**config.mk**
```make
export PLATFORM = sky130hd
export DESIGN_NAME = wprot_cmd_seq
export DESIGN_NICKNAME = d
export VERILOG_FILES = /design/src/rtl/wprot_pkg.sv /design/src/rtl/wprot_seq_match.sv /design/src/rtl/wprot_state.sv /design/src/rtl/wprot_cmd_seq.sv
export SDC_FILE = /design/constraint.sdc
export NUM_CORES = 1
export LEC_CHECK = 0
export BUFFER_PORTS_ARGS = -buffer_cell sky130_fd_sc_hd__buf_2
export CAP_MARGIN = 20
export CELL_PAD_IN_SITES_DETAIL_PLACEMENT = 1
export CELL_PAD_IN_SITES_GLOBAL_PLACEMENT = 1
export CORE_MARGIN = 4
export CORE_UTILIZATION = 25
export DETAILED_ROUTE_END_ITERATION = 7
export GPL_TIMING_DRIVEN = 0
export MAX_ROUTING_LAYER = met4
export PLACE_DENSITY = 0.73
export SLEW_MARGIN = 20
export SYNTH_ARGS = -nofsm -noshare
export SYNTH_HDL_FRONTEND = slang
export SYNTH_SLANG_ARGS = --single-unit
```
**constraint.sdc**
```tcl
create_clock -name clk -period 2.05 [get_ports clk]
set_input_delay 0.1025 -clock clk [delete_from_list [all_inputs] [get_ports clk]]
set_output_delay 0.1025 -clock clk [all_outputs]
set_load 0.01 [all_outputs]
```
**src/rtl/wprot_pkg.sv**
```systemverilog
// Shared types for the write-protect sequencer.
// Assumes at most six keyed steps in any command sequence.
package wprot_pkg;
    typedef enum logic [2:0] {
        ST_IDLE = 3'd0,
        ST_S1   = 3'd1,
        ST_S2   = 3'd2,
        ST_S3   = 3'd3,
        ST_S4   = 3'd4,
        ST_S5   = 3'd5
    } stage_e;
    localparam int NSTEP     = 6;
    localparam int LOCK_STEP = 2;
endpackage

```
**src/rtl/wprot_seq_match.sv**
```systemverilog
// Keyed-sequence matcher. Tracks how far the incoming loads have gone through
// the erase/unlock command scripts and flags loads that belong to a script.
// Assumes at most one load per cycle; match_en low freezes the stage.
module wprot_seq_match
    import wprot_pkg::*;
#(
    parameter int AW = 15,
    parameter int DW = 8,
    parameter logic [AW-1:0] KEY_ADDR_A = 15'h5555,
    parameter logic [AW-1:0] KEY_ADDR_B = 15'h2AAA,
    parameter logic [DW-1:0] KEY_DATA_A = 8'hAA,
    parameter logic [DW-1:0] KEY_DATA_B = 8'h55,
    parameter logic [DW-1:0] LOCK_DATA  = 8'hA0,
    parameter logic [DW-1:0] ERASE_DATA = 8'h80,
    parameter logic [DW-1:0] CLEAR_DATA = 8'h20
) (
    input  logic          clk,
    input  logic          rst_n,
    input  logic          por_n,
    input  logic          ld_valid,
    input  logic          match_en,
    input  logic [AW-1:0] ld_addr,
    input  logic [DW-1:0] ld_data,
    output logic          cmd_hit,
    output logic          lock_done,
    output logic          clear_done
);
    localparam logic [AW-1:0] SEQ_A [NSTEP] =
        '{KEY_ADDR_A, KEY_ADDR_B, KEY_ADDR_A, KEY_ADDR_A, KEY_ADDR_B, KEY_ADDR_A};
    localparam logic [DW-1:0] SEQ_D [NSTEP] =
        '{KEY_DATA_A, KEY_DATA_B, ERASE_DATA, KEY_DATA_A, KEY_DATA_B, CLEAR_DATA};
    localparam int LAST = NSTEP - 1;

    logic [NSTEP-1:0] step_eq;
    logic             lock_eq;
    logic             act;
    logic             expect_eq;
    logic             at_lock;
    stage_e           stage_q;
    stage_e           stage_d;

    // One comparator per script step against the current load
    for (genvar i = 0; i < NSTEP; i++) begin : g_step
        assign step_eq[i] = (ld_addr == SEQ_A[i]) && (ld_data == SEQ_D[i]);
    end

    // Alternate third step that ends the unlock script
    assign lock_eq = (ld_addr == SEQ_A[LOCK_STEP]) && (ld_data == LOCK_DATA);

    // Classify the current load against the expected step
    always_comb begin
        act        = ld_valid && match_en;
        expect_eq  = step_eq[stage_q];
        at_lock    = (stage_q == ST_S2) && lock_eq;
        lock_done  = act && at_lock;
        clear_done = act && (stage_q == ST_S5) && step_eq[LAST];
        cmd_hit    = act && (expect_eq || at_lock || step_eq[0]);
    end

    // Next stage: advance, finish, restart on the first key, or abort
    always_comb begin
        stage_d = stage_q;
        if (act) begin
            if (lock_done || clear_done) begin
                stage_d = ST_IDLE;
            end else if (expect_eq) begin
                stage_d = stage_e'(stage_q + 3'd1);
            end else if (step_eq[0]) begin
                stage_d = ST_S1;
            end else begin
                stage_d = ST_IDLE;
            end
        end
    end

    // Stage register, cleared by either reset
    always_ff @(posedge clk) begin
        if (!rst_n || !por_n) begin
            stage_q <= ST_IDLE;
        end else begin
            stage_q <= stage_d;
        end
    end
endmodule

```
**src/rtl/wprot_state.sv**
```systemverilog
// Protection state keeper: the persistent protection flag, the unlock window
// and the pending erase. Only por_n clears the flag; rst_n clears the rest.
// Assumes prog_done is a single-cycle pulse from the programming timer.
module wprot_state (
    input  logic clk,
    input  logic rst_n,
    input  logic por_n,
    input  logic lock_done,
    input  logic clear_done,
    input  logic prog_done,
    output logic prot_on,
    output logic window_open,
    output logic erase_busy,
    output logic prog_start
);
    logic prot_q;
    logic win_q;
    logic pend_q;
    logic start_q;

    // Persistent flag: set by unlock, cleared by a finished erase or power-on
    always_ff @(posedge clk) begin
        if (!por_n) begin
            prot_q <= 1'b0;
        end else if (rst_n) begin
            if (lock_done) begin
                prot_q <= 1'b1;
            end else if (pend_q && prog_done) begin
                prot_q <= 1'b0;
            end
        end
    end

    // Unlock window: opens on unlock, closes when a page has been programmed
    always_ff @(posedge clk) begin
        if (!rst_n || !por_n) begin
            win_q <= 1'b0;
        end else if (lock_done) begin
            win_q <= 1'b1;
        end else if (prog_done) begin
            win_q <= 1'b0;
        end
    end

    // Pending erase: waits for its programming cycle to finish
    always_ff @(posedge clk) begin
        if (!rst_n || !por_n) begin
            pend_q <= 1'b0;
        end else if (clear_done) begin
            pend_q <= 1'b1;
        end else if (prog_done) begin
            pend_q <= 1'b0;
        end
    end

    // Single-cycle request to start the erase programming cycle
    always_ff @(posedge clk) begin
        if (!rst_n || !por_n) begin
            start_q <= 1'b0;
        end else begin
            start_q <= clear_done;
        end
    end

    assign prot_on     = prot_q;
    assign window_open = win_q;
    assign erase_busy  = pend_q;
    assign prog_start  = start_q;
endmodule

```
**src/rtl/wprot_cmd_seq.sv**
```systemverilog
// Top of the software write-protect sequencer. Matches keyed command writes,
// keeps the protection state and qualifies every byte load in its own cycle.
// Assumes loads arrive as single-cycle ld_valid pulses with stable address/data.
module wprot_cmd_seq #(
    parameter int AW = 15,
    parameter int DW = 8,
    parameter logic [AW-1:0] KEY_ADDR_A = 15'h5555,
    parameter logic [AW-1:0] KEY_ADDR_B = 15'h2AAA,
    parameter logic [DW-1:0] KEY_DATA_A = 8'hAA,
    parameter logic [DW-1:0] KEY_DATA_B = 8'h55,
    parameter logic [DW-1:0] LOCK_DATA  = 8'hA0,
    parameter logic [DW-1:0] ERASE_DATA = 8'h80,
    parameter logic [DW-1:0] CLEAR_DATA = 8'h20
) (
    input  logic          clk,
    input  logic          rst_n,
    input  logic          por_n,
    input  logic          ld_valid,
    input  logic [AW-1:0] ld_addr,
    input  logic [DW-1:0] ld_data,
    input  logic          prog_done,
    output logic          ld_permit,
    output logic          prog_start,
    output logic          prot_on
);
    logic cmd_hit;
    logic lock_done;
    logic clear_done;
    logic window_open;
    logic erase_busy;
    logic match_en;

    // Matching pauses while a window is open or an erase is pending
    assign match_en = !window_open && !erase_busy;

    wprot_seq_match #(
        .AW(AW), .DW(DW),
        .KEY_ADDR_A(KEY_ADDR_A), .KEY_ADDR_B(KEY_ADDR_B),
        .KEY_DATA_A(KEY_DATA_A), .KEY_DATA_B(KEY_DATA_B),
        .LOCK_DATA(LOCK_DATA), .ERASE_DATA(ERASE_DATA), .CLEAR_DATA(CLEAR_DATA)
    ) u_match (
        .clk        (clk),
        .rst_n      (rst_n),
        .por_n      (por_n),
        .ld_valid   (ld_valid),
        .match_en   (match_en),
        .ld_addr    (ld_addr),
        .ld_data    (ld_data),
        .cmd_hit    (cmd_hit),
        .lock_done  (lock_done),
        .clear_done (clear_done)
    );

    wprot_state u_state (
        .clk         (clk),
        .rst_n       (rst_n),
        .por_n       (por_n),
        .lock_done   (lock_done),
        .clear_done  (clear_done),
        .prog_done   (prog_done),
        .prot_on     (prot_on),
        .window_open (window_open),
        .erase_busy  (erase_busy),
        .prog_start  (prog_start)
    );

    // Load qualifier: never while erasing, always in a window, else data only when open
    always_comb begin
        ld_permit = ld_valid && !erase_busy && (window_open || (!cmd_hit && !prot_on));
    end
endmodule

```
* Yosys cells after proc, flatten, opt, wreduce, memory -nomap -nowiden
Index checks and enable logic that the tools add are counted.
** Operators by class
- Shift operators :: 0
- Multipliers :: 0
- Magnitude comparators :: 1
- Reductions and logical operators :: 31
- Muxes and demuxes :: 10
- Equality and inequality tests :: 9
- Bitwise logic cells :: 0
- Add/subtract/negate cells :: 1
- Div/mod/pow operators :: 0
** Operators with widths (number)
- 8-bit equality test, second input constant :: 3
- 1-bit logical AND :: 16
- 15-bit by 14-bit equality test with 1-bit output, second input constant :: 1
- 15-bit equality test, second input constant :: 1
- 8-bit by 6-bit equality test with 1-bit output, second input constant :: 1
- 8-bit by 7-bit equality test with 1-bit output, second input constant :: 1
- 1-bit two-way mux :: 7
- 1-bit logical NOT :: 6
- 3-bit two-way mux :: 2
- 2-bit nonzero test :: 3
- 1-bit logical OR :: 5
- 3-bit by 4-bit less-than comparator with 1-bit output, second input constant :: 1
- 3-bit by 1-bit adder with 3-bit output, second input constant :: 1
- 1-bit binary-select mux with 3-bit select :: 1
- 3-bit by 2-bit equality test with 1-bit output, second input constant :: 1
- 3-bit equality test, second input constant :: 1
- 2-bit AND reduction :: 1
** Word-level totals
- Flip-flop bits (word level) :: 7
- Output and inout port bits :: 3
- ROM bits :: 0
- Latch bits :: 0
- Memories kept :: 0
- RAM bits :: 0
- Logic and storage cells :: 57
- Input bits :: 28

* Longest topological paths before layout
- Depth in word-level cells :: 11
- Mapped depth :: 7
- Depth with buffers taken out :: 7

* By module
A second synthesis with hierarchy kept.
** Second synthesis, totals
- Cells, all modules :: 105
- Area total of the unflattened synthesis :: 798.3 sq um
** Modules (own cells, without submodules)
- wprot_seq_match :: area each 636.9 sq um, cells an instance 86, sequential area each 60.1 sq um, instances 1
- wprot_state :: area each 141.4 sq um, cells an instance 16, sequential area each 80.1 sq um, instances 1
- wprot_cmd_seq :: area each 20.0 sq um, cells an instance 3, sequential area each 0.0 sq um, instances 1

* Worst setup path before layout
No wires, ideal clock.
- Path type :: input-to-output
- Start point :: input ld_addr[9]
- End point :: output ld_permit
- Stages on the path :: 6
- Required time :: 1.947 ns
- Buffers on the path :: 0
- Path slack :: -0.178 ns
- Arrival time :: 2.125 ns
- Cells stage by stage :: or4b_1 or4_1 or4_4 o21ai_1 a21oi_1 a32o_1
** Between the ends
- Longest elaborated chain between the ends :: 11
- Elaborated cells between the ends (all ways) :: 17
** RTL lines
- start: declaration :: RTL line wprot_cmd_seq.sv:19 : input logic [AW-1:0] ld_addr,
- 15-bit equality test or 15-bit by 14-bit equality test with 1-bit output (tied branches) :: RTL line wprot_seq_match.sv:44, wprot_seq_match.sv:48
- 1-bit logical AND :: RTL line wprot_seq_match.sv:44 : assign step_eq[i] = (ld_addr == SEQ_A[i]) && (ld_data == SEQ_D[i]);
- 1-bit binary-select mux with 3-bit select :: RTL line wprot_seq_match.sv:53 : expect_eq = step_eq[stage_q];
- 1-bit two-way mux (not written as such) :: RTL line wprot_seq_match.sv:53
- 1-bit logical OR :: RTL line wprot_seq_match.sv:57 : cmd_hit = act && (expect_eq || at_lock || step_eq[0]);
- 1-bit logical OR (*) :: RTL line wprot_seq_match.sv:57
- 1-bit logical AND (*) :: RTL line wprot_seq_match.sv:57
- 1-bit logical NOT (*) :: RTL line wprot_cmd_seq.sv:69 : ld_permit = ld_valid && !erase_busy && (window_open || (!cmd_hit && !prot_on));
- 1-bit logical AND (*) :: RTL line wprot_cmd_seq.sv:69
- 1-bit logical OR (*) :: RTL line wprot_cmd_seq.sv:69
- 1-bit logical AND (*) :: RTL line wprot_cmd_seq.sv:69
- end: declaration :: RTL line wprot_cmd_seq.sv:22 : output logic ld_permit,
Mark *: on every way between the ends. The rest lies on a longest branch, timed or not. The select of a mux whose other input is x is not followed.

* Final worst setup path
Ends and elaborated chain as after synthesis.

==> flow_summary.json <==
{
  "max_cap_violations": 0,
  "finalPower_uw": 335.4,
  "nNetsFinal": 156,
  "finalSetupViolCount": 1,
  "synth_ff_type": "dfxtp_1",
  "hold_ws_ns": 0.1160,
  "dieHeight_um": 60.42,
  "worstHoldPathType": "input port to register",
  "cts_buffers": 3,
  "dp.cells": 148,
  "viasPerCell": 5.623,
  "clkSinkCount": 7,
  "p_switching_uw": 86.34,
  "track_usage_pct": 15.02,
  "path_buf_inv": 2,
  "syn_nets": 119,
  "clk_latency_ns": 0.25,
  "htreeDepth": 1,
  "synthToLayoutAreaGrowth_pct": 45.36,
  "violations": "setup timing",
  "cts_buffer_depth": 2,
  "die_x_um": 60.42,
  "vias": 866,
  "synth_top_cell_by_area": "dfxtp_1",
  "grt_max_degree": 9,
  "crit_path_frequent_cell": "or4_4",
  "max_freq_mhz": 425.3,
  "fin_cells": 154,
  "arrival_ns": 2.25,
  "hp-start": "por_n",
  "synth_commonest_cells": "9 x nor2_1, 8 x nand2_1, 7 x dfxtp_1",
  "drive_above_1_share_pct": 37.90,
  "ys_async_sr_fraction_pct": 0,
  "gp_congestion": 0.7253,
  "ys_ff_latch": 7,
  "r2r-start": "u_match.stage_q[1]",
  "power_density_mw_per_mm2": 335.9,
  "rows": 18,
  "drc": 0,
  "rsz0062_at_grt": "yes",
  "synthesis.area_um2": 686.9,
  "crit_type": "input port to output port",
  "hold_viol": 0,
  "drt_first_pass_iters": 4,
  "synthCells": 88,
  "grt_pass1_wl_mm": 4.098,
  "crit_path_end_kind": "output port",
  "internal_power_uw": 249.0,
  "die_area_mm2": 0.003650,
  "synth_cell_types": 39,
  "skew_ns": 0.002439,
  "max-vdd-ir-drop_mv": 0.3084,
  "wl_per_cell_um": 16.32,
  "sw_frac_of_total_pct": 25.74,
  "clkPwrFrac_pct": 36.7,
  "worst_slack_ns": -0.3015,
  "synth.avg_cell_area_um2": 7.806,
  "ioPinCount": 31,
  "comb_power_share_pct": 22.0,
  "period_minus_slack_ns": 2.351,
  "grt_overflow_total": 0,
  "status": "finished, violations left",
  "synth_edf_count": 0,
  "wl_mm": 2.513,
  "max_stage_delay_ns": 0.53,
  "crit_required_ns": 1.95,
  "cts_tree": "built",
  "fillers": 323,
  "worstMarginPinSlew_ns": 0.5145,
  "worst-path-max-fanout": 3,
  "cts_root_buf": "clkbuf_4",
  "fin_crit_sh_pct": 114.7,
  "maxSlewHeadroom_pct": 65.44,
  "ant_nets": 0,
  "critPathLaunch": "ld_addr[9]",
  "p_leak_uw": 0.0003622,
  "cp_slowest_cell": "or4b_4",
  "p_seq_share_pct": 41.3,
  "ys_seq_area_share_pct": 20.40,
  "coreArea_mm2": 0.002545,
  "cts_hold_buf": 0,
  "dp_hpwl_mm": 1.889,
  "cp_top_family": "simple AND/OR/NAND/NOR gates",
  "startpoint_type": "input port",
  "synth_area_leaders": "dfxtp_1 20%, or4bb_1 6.6%, ha_1 5.5%, nor2_1 4.9%, nand2_1 4.4%",
  "io_buffer_count": 30,
  "yosysWarnings": 0,
  "first_global_vias": 895,
  "slew_violations": 0,
  "grt_antenna_before_repair": 0,
  "drt_iter0_markers": 43,
  "diodes": 0,
  "worstPathCellList": "buf_6, or4b_4, or4_4, or4_4, o21ai_4, a21oi_2, a32o_1, buf_2",
  "clk_pin_slew_ns": 0.05,
  "synth.most_common_cell": "nor2_1",
  "start_util_pct": 26.99,
  "synth_top_area_share_pct": 20.40
}
-- kinds of logic after synthesis --
| family | after synthesis | synth area share (%) |
|---|---|---|
| AOI/OAI and AO/OA | 19 | 20.95 |
| adders and majority gates | 3 | 5.465 |
| buffers and inverters | 5 | 2.733 |
| DFF | 7 | 20.40 |
| and+or+nand+nor | 54 | 50.45 |
-- worst paths after layout --
path	end	slack (ns)	cells after the start
max reg2reg	u_match.stage_q[1]	0.26	4
max	ld_permit	-0.30	8
min reg2reg	u_state.erase_busy	0.55	2
min	u_state.prot_on	0.12	2
-- layout make-up --
class / instances / area [um2] / area share [%]
Multi-Input combinational cell: 76 / 593.1 / 59.40
Timing Repair Buffer: 32 / 181.4 / 18.17
Sequential cell: 7 / 141.4 / 14.16
Tap cell: 30 / 37.54 / 3.759
Clock buffer: 4 / 26.28 / 2.632
Inverter: 5 / 18.77 / 1.880
-- cell usage in the layout (no fill, tap or decap), types with 2 or more instances in the layout --
master,count
nor2_1,9
a2111oi_4,2
nor3_1,2
clkbuf_4,3
and4_1,2
inv_1,5
nor2b_1,2
or4bb_1,4
nand3b_1,2
or4_4,2
nand2b_1,2
buf_6,3
nand4_1,2
nand3_1,5
nand4b_1,2
nand2_1,8
buf_2,28
ha_1,3
nor4_1,2
or3_1,4
nand4bb_1,2
dfxtp_1,6
a21oi_1,3
-- power groups by stage --
stage	registers (uW)	logic, uW	clock network, uW
final	138	73.8	123
after global routing	138	81.7	139
after CTS	138	71.5	129
after detailed placement	141	67.0	0
after global placement	141	65.0	0
after floorplan	140	25.8	0
-- stage by stage --
step / TNS (ns) / area [um2] / setup slack [ns] / utilization [%]
6_report: -0.3015 / 998.5 / -0.3015 / 39.23
5_1_grt: -0.4347 / 998.5 / -0.3658 / 39.23
4_1_cts: -0.3285 / 984.7 / -0.3068 / 38.69
3_5_place_dp: -1.451 / 874.6 / -0.5240 / 34.37
3_3_place_gp: -1.241 / 874.6 / -0.4672 / 34.37
2_1_floorplan: -0.09801 / 686.9 / -0.05157 / -
-- registers in the layout, summed over array words and instances, names as in the netlist --
signal,count
u_match.stage_q,3
u_state.erase_busy,1
u_state.prog_start,1
u_state.prot_on,1
u_state.window_open,1
-- worst reg2reg max path: stages (launching register included) --
cell and delay (ns):
dfxtp_1 0.41, or3_1 0.49, a2111oi_4 0.47, a21oi_2 0.11, o31ai_1 0.23
-- metal layers --
metal | vias up | track usage, % | share of wire, %
met4 | 0 | 3.406 | 1.4
met5 | - | - | 0
met2 | 12 | 25.00 | 52
met1 | 433 | 18.65 | 45
met3 | 2 | 3.191 | 2.4
li1 | 419 | - | -
-- what timing repair did --
action	CTS	global route
setup buffers	2	0
gates resized for setup	13	2
endpoints found under the setup margin	4	3
pin swaps	2	2
Power figures use the tool's default switching activity.
